[src/rtl/ient_pkg.sv]
// Shared types and fixed widths for the interrupt entry sequencer.
// Assumes an 8-bit data bus and a 16-bit address, with the address twice the data width.
package ient_pkg;
    localparam int DATA_W = 8;
    localparam int ADDR_W = 16;

    // One value per bus cycle of the entry microsequence; ST_IDLE means no bus use
    typedef enum logic [2:0] {
        ST_IDLE    = 3'd0,
        ST_PAD0    = 3'd1,
        ST_PAD1    = 3'd2,
        ST_PUSH_HI = 3'd3,
        ST_PUSH_LO = 3'd4,
        ST_PUSH_ST = 3'd5,
        ST_VEC_LO  = 3'd6,
        ST_VEC_HI  = 3'd7
    } ient_step_e;

    // Source encodings seen on src_i
    typedef enum logic [1:0] {
        SRC_IRQ = 2'b00,
        SRC_NMI = 2'b01,
        SRC_BRK = 2'b10,
        SRC_RSV = 2'b11
    } ient_src_e;

    // Snapshot of the processor flags
    typedef struct packed {
        logic n;
        logic v;
        logic d;
        logic i;
        logic z;
        logic c;
    } ient_flags_t;
endpackage

[src/rtl/ient_step_ctl.sv]
// Step controller: walks the entry microsequence one bus cycle per clock.
// Accepts a start only in ST_IDLE and latches the source. A break skips the
// second padding read. done_o is registered and pulses the cycle after ST_VEC_HI.
module ient_step_ctl
    import ient_pkg::*;
(
    input  logic       clk,
    input  logic       rst_n,
    input  logic       start_i,
    input  ient_src_e  src_i,
    output ient_step_e step_o,
    output ient_src_e  src_q_o,
    output logic       accept_o,
    output logic       busy_o,
    output logic       done_o
);
    ient_step_e step_q, step_d;
    ient_src_e  src_q;
    logic       done_q;

    assign accept_o = start_i && (step_q == ST_IDLE);

    // Next-step selection for the microsequence
    always_comb begin
        step_d = step_q;
        case (step_q)
            ST_IDLE:    if (accept_o) step_d = ST_PAD0;
            ST_PAD0:    step_d = (src_q == SRC_BRK) ? ST_PUSH_HI : ST_PAD1;
            ST_PAD1:    step_d = ST_PUSH_HI;
            ST_PUSH_HI: step_d = ST_PUSH_LO;
            ST_PUSH_LO: step_d = ST_PUSH_ST;
            ST_PUSH_ST: step_d = ST_VEC_LO;
            ST_VEC_LO:  step_d = ST_VEC_HI;
            ST_VEC_HI:  step_d = ST_IDLE;
            default:    step_d = ST_IDLE;
        endcase
    end

    // Step, latched source and completion strobe registers
    always_ff @(posedge clk) begin
        if (!rst_n) begin
            step_q <= ST_IDLE;
            src_q  <= SRC_IRQ;
            done_q <= 1'b0;
        end else begin
            step_q <= step_d;
            done_q <= (step_q == ST_VEC_HI);
            if (accept_o)
                src_q <= (src_i == SRC_RSV) ? SRC_IRQ : src_i;
        end
    end

    assign step_o  = step_q;
    assign src_q_o = src_q;
    assign busy_o  = (step_q != ST_IDLE);
    assign done_o  = done_q;
endmodule

[src/rtl/ient_vec_sel.sv]
// Vector selector: picks which vector pair the sequence fetches.
// A non-maskable start selects the non-maskable pair at once. A break switches
// to that pair when a request is pending during its status write, and
// acknowledges the request in that same cycle.
module ient_vec_sel
    import ient_pkg::*;
#(
    parameter logic [ADDR_W-1:0] IRQ_VEC = 16'hFFFE,
    parameter logic [ADDR_W-1:0] NMI_VEC = 16'hFFFA
) (
    input  logic              clk,
    input  logic              rst_n,
    input  logic              accept_i,
    input  ient_src_e         src_i,
    input  ient_src_e         src_q_i,
    input  ient_step_e        step_i,
    input  logic              nmi_pend_i,
    output logic              nmi_ack_o,
    output logic [ADDR_W-1:0] vec_base_o
);
    logic use_nmi_q;

    assign nmi_ack_o = (step_i == ST_PUSH_ST) && (src_q_i == SRC_BRK) && nmi_pend_i;

    // Remember whether the fetch goes to the non-maskable pair
    always_ff @(posedge clk) begin
        if (!rst_n)
            use_nmi_q <= 1'b0;
        else if (accept_i)
            use_nmi_q <= (src_i == SRC_NMI);
        else if (nmi_ack_o)
            use_nmi_q <= 1'b1;
    end

    assign vec_base_o = use_nmi_q ? NMI_VEC : IRQ_VEC;
endmodule

[src/rtl/ient_status_pack.sv]
// Status packer: builds the byte pushed to the stack from the captured flags.
// Bit 5 is fixed high. The break bit is driven by the caller.
module ient_status_pack
    import ient_pkg::*;
(
    input  ient_flags_t       flags_i,
    input  logic              brk_i,
    output logic [DATA_W-1:0] byte_o
);
    // Fixed bit placement of the status byte
    always_comb begin
        byte_o    = '0;
        byte_o[7] = flags_i.n;
        byte_o[6] = flags_i.v;
        byte_o[5] = 1'b1;
        byte_o[4] = brk_i;
        byte_o[3] = flags_i.d;
        byte_o[2] = flags_i.i;
        byte_o[1] = flags_i.z;
        byte_o[0] = flags_i.c;
    end
endmodule

[src/rtl/ient_regs.sv]
// Register file and bus driver: holds pc, sp, the I flag and the flag snapshot.
// Drives the bus combinationally from the current step. Assumes each step lasts
// exactly one clock and that read data is valid in that same cycle.
module ient_regs
    import ient_pkg::*;
#(
    parameter logic [DATA_W-1:0] STACK_PAGE = 8'h01
) (
    input  logic              clk,
    input  logic              rst_n,
    input  logic              accept_i,
    input  logic [ADDR_W-1:0] pc_i,
    input  logic [DATA_W-1:0] sp_i,
    input  ient_flags_t       flags_i,
    input  ient_step_e        step_i,
    input  ient_src_e         src_q_i,
    input  logic [DATA_W-1:0] status_i,
    input  logic [ADDR_W-1:0] vec_base_i,
    input  logic [DATA_W-1:0] bus_rdata_i,
    output ient_flags_t       flags_q_o,
    output logic [ADDR_W-1:0] pc_o,
    output logic [DATA_W-1:0] sp_o,
    output logic              iflag_o,
    output logic [ADDR_W-1:0] bus_addr_o,
    output logic [DATA_W-1:0] bus_wdata_o,
    output logic              bus_we_o,
    output logic              bus_rd_o
);
    localparam int HI_LSB = ADDR_W - DATA_W;

    logic [ADDR_W-1:0] pc_q;
    logic [DATA_W-1:0] sp_q;
    logic              iflag_q;
    ient_flags_t       flags_q;
    logic              is_push;

    assign is_push = (step_i == ST_PUSH_HI) || (step_i == ST_PUSH_LO) || (step_i == ST_PUSH_ST);

    // Program counter: capture, break skip, then vector load byte by byte
    always_ff @(posedge clk) begin
        if (!rst_n)
            pc_q <= '0;
        else if (accept_i)
            pc_q <= pc_i;
        else if (step_i == ST_PAD0 && src_q_i == SRC_BRK)
            pc_q <= pc_q + ADDR_W'(1);
        else if (step_i == ST_VEC_LO)
            pc_q[DATA_W-1:0] <= bus_rdata_i;
        else if (step_i == ST_VEC_HI)
            pc_q[ADDR_W-1:HI_LSB] <= bus_rdata_i;
    end

    // Stack pointer: capture, then post-decrement on every push
    always_ff @(posedge clk) begin
        if (!rst_n)
            sp_q <= '0;
        else if (accept_i)
            sp_q <= sp_i;
        else if (is_push)
            sp_q <= sp_q - DATA_W'(1);
    end

    // Interrupt-disable flag and flag snapshot
    always_ff @(posedge clk) begin
        if (!rst_n) begin
            iflag_q <= 1'b0;
            flags_q <= '0;
        end else if (accept_i) begin
            iflag_q <= flags_i.i;
            flags_q <= flags_i;
        end else if (step_i == ST_PUSH_ST) begin
            iflag_q <= 1'b1;
        end
    end

    // Bus cycle for the current step
    always_comb begin
        bus_addr_o  = '0;
        bus_wdata_o = '0;
        bus_we_o    = 1'b0;
        bus_rd_o    = 1'b0;
        case (step_i)
            ST_PAD0, ST_PAD1: begin
                bus_addr_o = pc_q;
                bus_rd_o   = 1'b1;
            end
            ST_PUSH_HI: begin
                bus_addr_o  = {STACK_PAGE, sp_q};
                bus_wdata_o = pc_q[ADDR_W-1:HI_LSB];
                bus_we_o    = 1'b1;
            end
            ST_PUSH_LO: begin
                bus_addr_o  = {STACK_PAGE, sp_q};
                bus_wdata_o = pc_q[DATA_W-1:0];
                bus_we_o    = 1'b1;
            end
            ST_PUSH_ST: begin
                bus_addr_o  = {STACK_PAGE, sp_q};
                bus_wdata_o = status_i;
                bus_we_o    = 1'b1;
            end
            ST_VEC_LO: begin
                bus_addr_o = vec_base_i;
                bus_rd_o   = 1'b1;
            end
            ST_VEC_HI: begin
                bus_addr_o = vec_base_i + ADDR_W'(1);
                bus_rd_o   = 1'b1;
            end
            default: ;
        endcase
    end

    assign flags_q_o = flags_q;
    assign pc_o      = pc_q;
    assign sp_o      = sp_q;
    assign iflag_o   = iflag_q;
endmodule

[src/rtl/ient_entry_seq.sv]
// Top level of the interrupt and break entry sequencer.
// Wires the step controller, vector selector, status packer and register/bus
// block together. Assumes the caller has already arbitrated between interrupts.
module ient_entry_seq
    import ient_pkg::*;
#(
    parameter logic [DATA_W-1:0] STACK_PAGE = 8'h01,
    parameter logic [ADDR_W-1:0] IRQ_VEC    = 16'hFFFE,
    parameter logic [ADDR_W-1:0] NMI_VEC    = 16'hFFFA
) (
    input  logic              clk,
    input  logic              rst_n,
    input  logic              start_i,
    input  logic [1:0]        src_i,
    input  logic [ADDR_W-1:0] pc_i,
    input  logic [DATA_W-1:0] sp_i,
    input  logic              flag_n_i,
    input  logic              flag_v_i,
    input  logic              flag_d_i,
    input  logic              flag_i_i,
    input  logic              flag_z_i,
    input  logic              flag_c_i,
    input  logic              nmi_pend_i,
    input  logic [DATA_W-1:0] bus_rdata_i,
    output logic [ADDR_W-1:0] bus_addr_o,
    output logic [DATA_W-1:0] bus_wdata_o,
    output logic              bus_we_o,
    output logic              bus_rd_o,
    output logic              nmi_ack_o,
    output logic [ADDR_W-1:0] pc_o,
    output logic [DATA_W-1:0] sp_o,
    output logic              iflag_o,
    output logic              busy_o,
    output logic              done_o
);
    ient_step_e        step;
    ient_src_e         src_q;
    ient_src_e         src_in;
    logic              accept;
    ient_flags_t       flags_in;
    ient_flags_t       flags_q;
    logic [DATA_W-1:0] status_byte;
    logic [ADDR_W-1:0] vec_base;

    assign src_in   = ient_src_e'(src_i);
    assign flags_in = '{n: flag_n_i, v: flag_v_i, d: flag_d_i,
                        i: flag_i_i, z: flag_z_i, c: flag_c_i};

    ient_step_ctl u_ctl (
        .clk      (clk),
        .rst_n    (rst_n),
        .start_i  (start_i),
        .src_i    (src_in),
        .step_o   (step),
        .src_q_o  (src_q),
        .accept_o (accept),
        .busy_o   (busy_o),
        .done_o   (done_o)
    );

    ient_vec_sel #(
        .IRQ_VEC (IRQ_VEC),
        .NMI_VEC (NMI_VEC)
    ) u_vec (
        .clk        (clk),
        .rst_n      (rst_n),
        .accept_i   (accept),
        .src_i      (src_in),
        .src_q_i    (src_q),
        .step_i     (step),
        .nmi_pend_i (nmi_pend_i),
        .nmi_ack_o  (nmi_ack_o),
        .vec_base_o (vec_base)
    );

    ient_status_pack u_pack (
        .flags_i (flags_q),
        .brk_i   (src_q == SRC_BRK),
        .byte_o  (status_byte)
    );

    ient_regs #(
        .STACK_PAGE (STACK_PAGE)
    ) u_regs (
        .clk         (clk),
        .rst_n       (rst_n),
        .accept_i    (accept),
        .pc_i        (pc_i),
        .sp_i        (sp_i),
        .flags_i     (flags_in),
        .step_i      (step),
        .src_q_i     (src_q),
        .status_i    (status_byte),
        .vec_base_i  (vec_base),
        .bus_rdata_i (bus_rdata_i),
        .flags_q_o   (flags_q),
        .pc_o        (pc_o),
        .sp_o        (sp_o),
        .iflag_o     (iflag_o),
        .bus_addr_o  (bus_addr_o),
        .bus_wdata_o (bus_wdata_o),
        .bus_we_o    (bus_we_o),
        .bus_rd_o    (bus_rd_o)
    );
endmodule

[config.mk]
export PLATFORM = sky130hd
export DESIGN_NAME = ient_entry_seq
export DESIGN_NICKNAME = d
export VERILOG_FILES = /design/src/rtl/ient_pkg.sv /design/src/rtl/ient_step_ctl.sv /design/src/rtl/ient_vec_sel.sv /design/src/rtl/ient_status_pack.sv /design/src/rtl/ient_regs.sv /design/src/rtl/ient_entry_seq.sv
export SDC_FILE = /design/constraint.sdc
export NUM_CORES = 1
export LEC_CHECK = 0
export BUFFER_PORTS_ARGS = -buffer_cell sky130_fd_sc_hd__clkbuf_2
export CORE_ASPECT_RATIO = 0.8
export CORE_MARGIN = 5
export CORE_UTILIZATION = 45
export CTS_CLUSTER_DIAMETER = 100
export DETAILED_ROUTE_END_ITERATION = 6
export GPL_TIMING_DRIVEN = 1
export PLACE_DENSITY = 0.77
export REMOVE_ABC_BUFFERS = 1
export SYNTH_ARGS = -nofsm -noshare
export SYNTH_HDL_FRONTEND = slang
export SYNTH_SLANG_ARGS = --single-unit
[constraint.sdc]
create_clock -name clk -period 1.9 [get_ports clk]
set_input_delay 0.38 -clock clk [delete_from_list [all_inputs] [get_ports clk]]
set_output_delay 0.38 -clock clk [all_outputs]
set_load 0.02 [all_outputs]
==> run metrics <==
status finished, violations left; violated checks setup timing; crit path time final 2220 ps; initial antenna violation count 0; CTS tree done; Synth area leader dfxtp_1; setup tns final -6401 ps; crit start category register; cts bufs inserted 5; crit path max fanout 4; initial core utilization 0.4699; hold path startpoint flag_d_i; Rel. slew slack 0.6458; Mapped Cells 340; Diodes inserted 0; Vias 3543; placed cell areas about 0.0034 mm2; clock transition at the registers of the reported paths 80 ps; RePlAce Congestion between 0.8 and 0.9; Non-Filler Instances 561; cell area after synthesis approximately 0.0026 mm2; Place WS -160.1 ps; final instance area ~0.0041 mm2; library cells used by synthesis 58; worst vdd ir 837.1 uV; Root Driver clkbuf_8; maxcap violations 0; post-route ant nets 0; Critical Path End Type output pin; synthesis-to-layout area growth 57.40%; final hold violations 0; pin count of the biggest net entering global routing 25; crit path DAT around 1800 ps; share of post-route cells with drive strength above 1 0.4700; die footprint 0.007398 mm2; clk sinks 38; synth cell count leaders nand2_1 (60), a21oi_1 (38), dfxtp_1 (38); Hold WS 299.1 ps; fmax 450.4 MHz; Layout Utilization 0.7396; total chip power 5.678 mW; Max H-tree Level 2; fillcell total 422; main flop type after synthesis dfxtp_1; HPWL after DPL 7092 um; PD cells approximately 1400 mW/mm2; Avg Cell Area, Syn ~7.6 um2; crit path launch u_ctl.step_o[1]; vias in the first global route 3104; I/O Buffers 97; Max Clock Skew 5.231 ps; Final Setup Violations 38; Ports 98; GRT overflow 0; most frequent cell after synthesis nand2_1; Hold Crit Class in -> reg; placed insts between 500 and 600; drt first pass iters 5; clock latency at the later pin of the worst-skew pair slightly above 300 ps; Slew @ Worst Pin 518.0 ps; critical path data required time 1520 ps; DRC Markers 0; GR Util All Layers 0.2685; FF+latch count, synth 38; deepest clock path buffer count 2; post-synth top area share 0.2930; period utilisation layout 1.169; Worst R2R Setup Slack -130 ps; first-pass GRT wire length 15660 um; post-synthesis sequential area ratio 0.2930; synth warn 0; chip height 77.94 um; row cnt 24; max-slew violations 0; asr flop ratio synth 0; NumNets Final 532; critical path type reg -> out; RSZ-0062 raised after global routing yes; die span in x roughly 95 um; Leakage 1.861 nW; final setup margin -320.3 ps; via density per instance 6.316; Post-synth EDFFs 0; Core ar. 0.005525 mm2; drt wl/cell 20.32 um; Post-Route WL between 10000 and 15000 um; largest cells by area after synthesis dfxtp_1 (29%), nand2_1 (8.7%), a21oi_1 (7.3%); Worst R2R Start u_ctl.step_o[1]; DR iter-0 viols around 660
-- registers in the layout, indices dropped and copies added (netlist names) --
register	flops
u_ctl.src_q_o	2
u_regs.flags_q_o	6
u_ctl.done_o	1
u_vec.use_nmi_q	1
u_regs.iflag_o	1
u_ctl.step_o	3
u_regs.pc_o	16
u_regs.sp_o	8
-- worst max-delay path: stages (launching register included) --
cell and delay (ps):
dfxtp_4 370, buf_4 140, ha_4 160, buf_6 130, o21ai_4 250, nor2_2 70, a221o_1 280, buf_6 140
-- layer usage --
metal / GRT usage / wire length [um] / up-vias
li1: - / - / 1533
met2: 0.4032 / 4923 / 301
met4: 0.1182 / 615 / 0
met3: 0.06576 / 1531 / 86
met1: 0.3628 / 4331 / 1623
met5: 0 / 0 / -
-- path summary, 6_finish.rpt --
kind,end,cells past startpoint
setup reg to reg,u_regs.pc_o[7],13
setup / recovery,bus_addr_o[2],7
hold reg to reg,u_regs.flags_q_o[2],2
hold / removal,u_regs.flags_q_o[3],3
-- logic make-up (layout without fill, tap and decap cells) --
kind of cell	after synthesis	in the layout	share of synthesized area
AO/OA/AOI/OAI	120	120	0.3133
XOR/XNOR	13	13	0.04386
adder cells (fa/ha/maj)	6	6	0.02891
buffers and inverters	40	181	0.08964
flip-flops	38	38	0.2930
multiplexers	1	1	0.003856
AND/OR/NAND/NOR	122	124	0.2275
-- where the power goes --
group	switching [mW]	total (mW)	internal, mW
Combinational	2.03	3.58	1.55
Clock	0.314	0.681	0.367
Sequential	0.377	1.41	1.04
Total	2.72	5.68	2.96
-- cells in the final DEF (no fill, tap or decap), types with 3 or more instances in the layout --
cell      count
a211oi_1      4
nor2_1       14
dfxtp_1      35
xnor2_1       9
a21oi_1      31
a22oi_1       5
o21ai_4       3
nand3_1       6
a31oi_1       3
nand4_2       3
a221o_1       8
nor3_1        4
a22oi_2       7
a21oi_2       6
nand4_1       5
a211o_1       6
clkbuf_8     16
inv_1         9
and2_4        3
nor2_2        3
nor3_2        3
nand3b_1      3
xor2_1        4
ha_4          4
buf_2         3
buf_6        21
nand2_1      58
o21ai_0      15
clkbuf_2     76
buf_4        52
o21ai_1       3
nand2_4       3
dfxtp_4       3
o211ai_1      3
-- cell type report --
| cell class | count | area [um2] | share of cell area |
|---|---|---|---|
| timing repair buffer | 162 | 1162 | 0.2844 |
| inverter | 11 | 46.29 | 0.01133 |
| sequential | 38 | 772.0 | 0.1889 |
| clock buffer | 8 | 110.1 | 0.02694 |
| tap | 78 | 97.59 | 0.02388 |
| multi-input combinational | 264 | 1898 | 0.4645 |
-- what timing repair did --
| item | CTS | global route |
|---|---|---|
| hold buffers | 0 | 0 |
| setup endpoints to repair | 37 | 43 |
| setup buffers | 7 | 9 |
| hold endpoints to repair | 0 | 0 |
| resized for setup | 67 | 68 |
| gates cloned | 1 | 2 |
| pin swaps | 12 | 38 |
(Power assumes the default switching activity.)
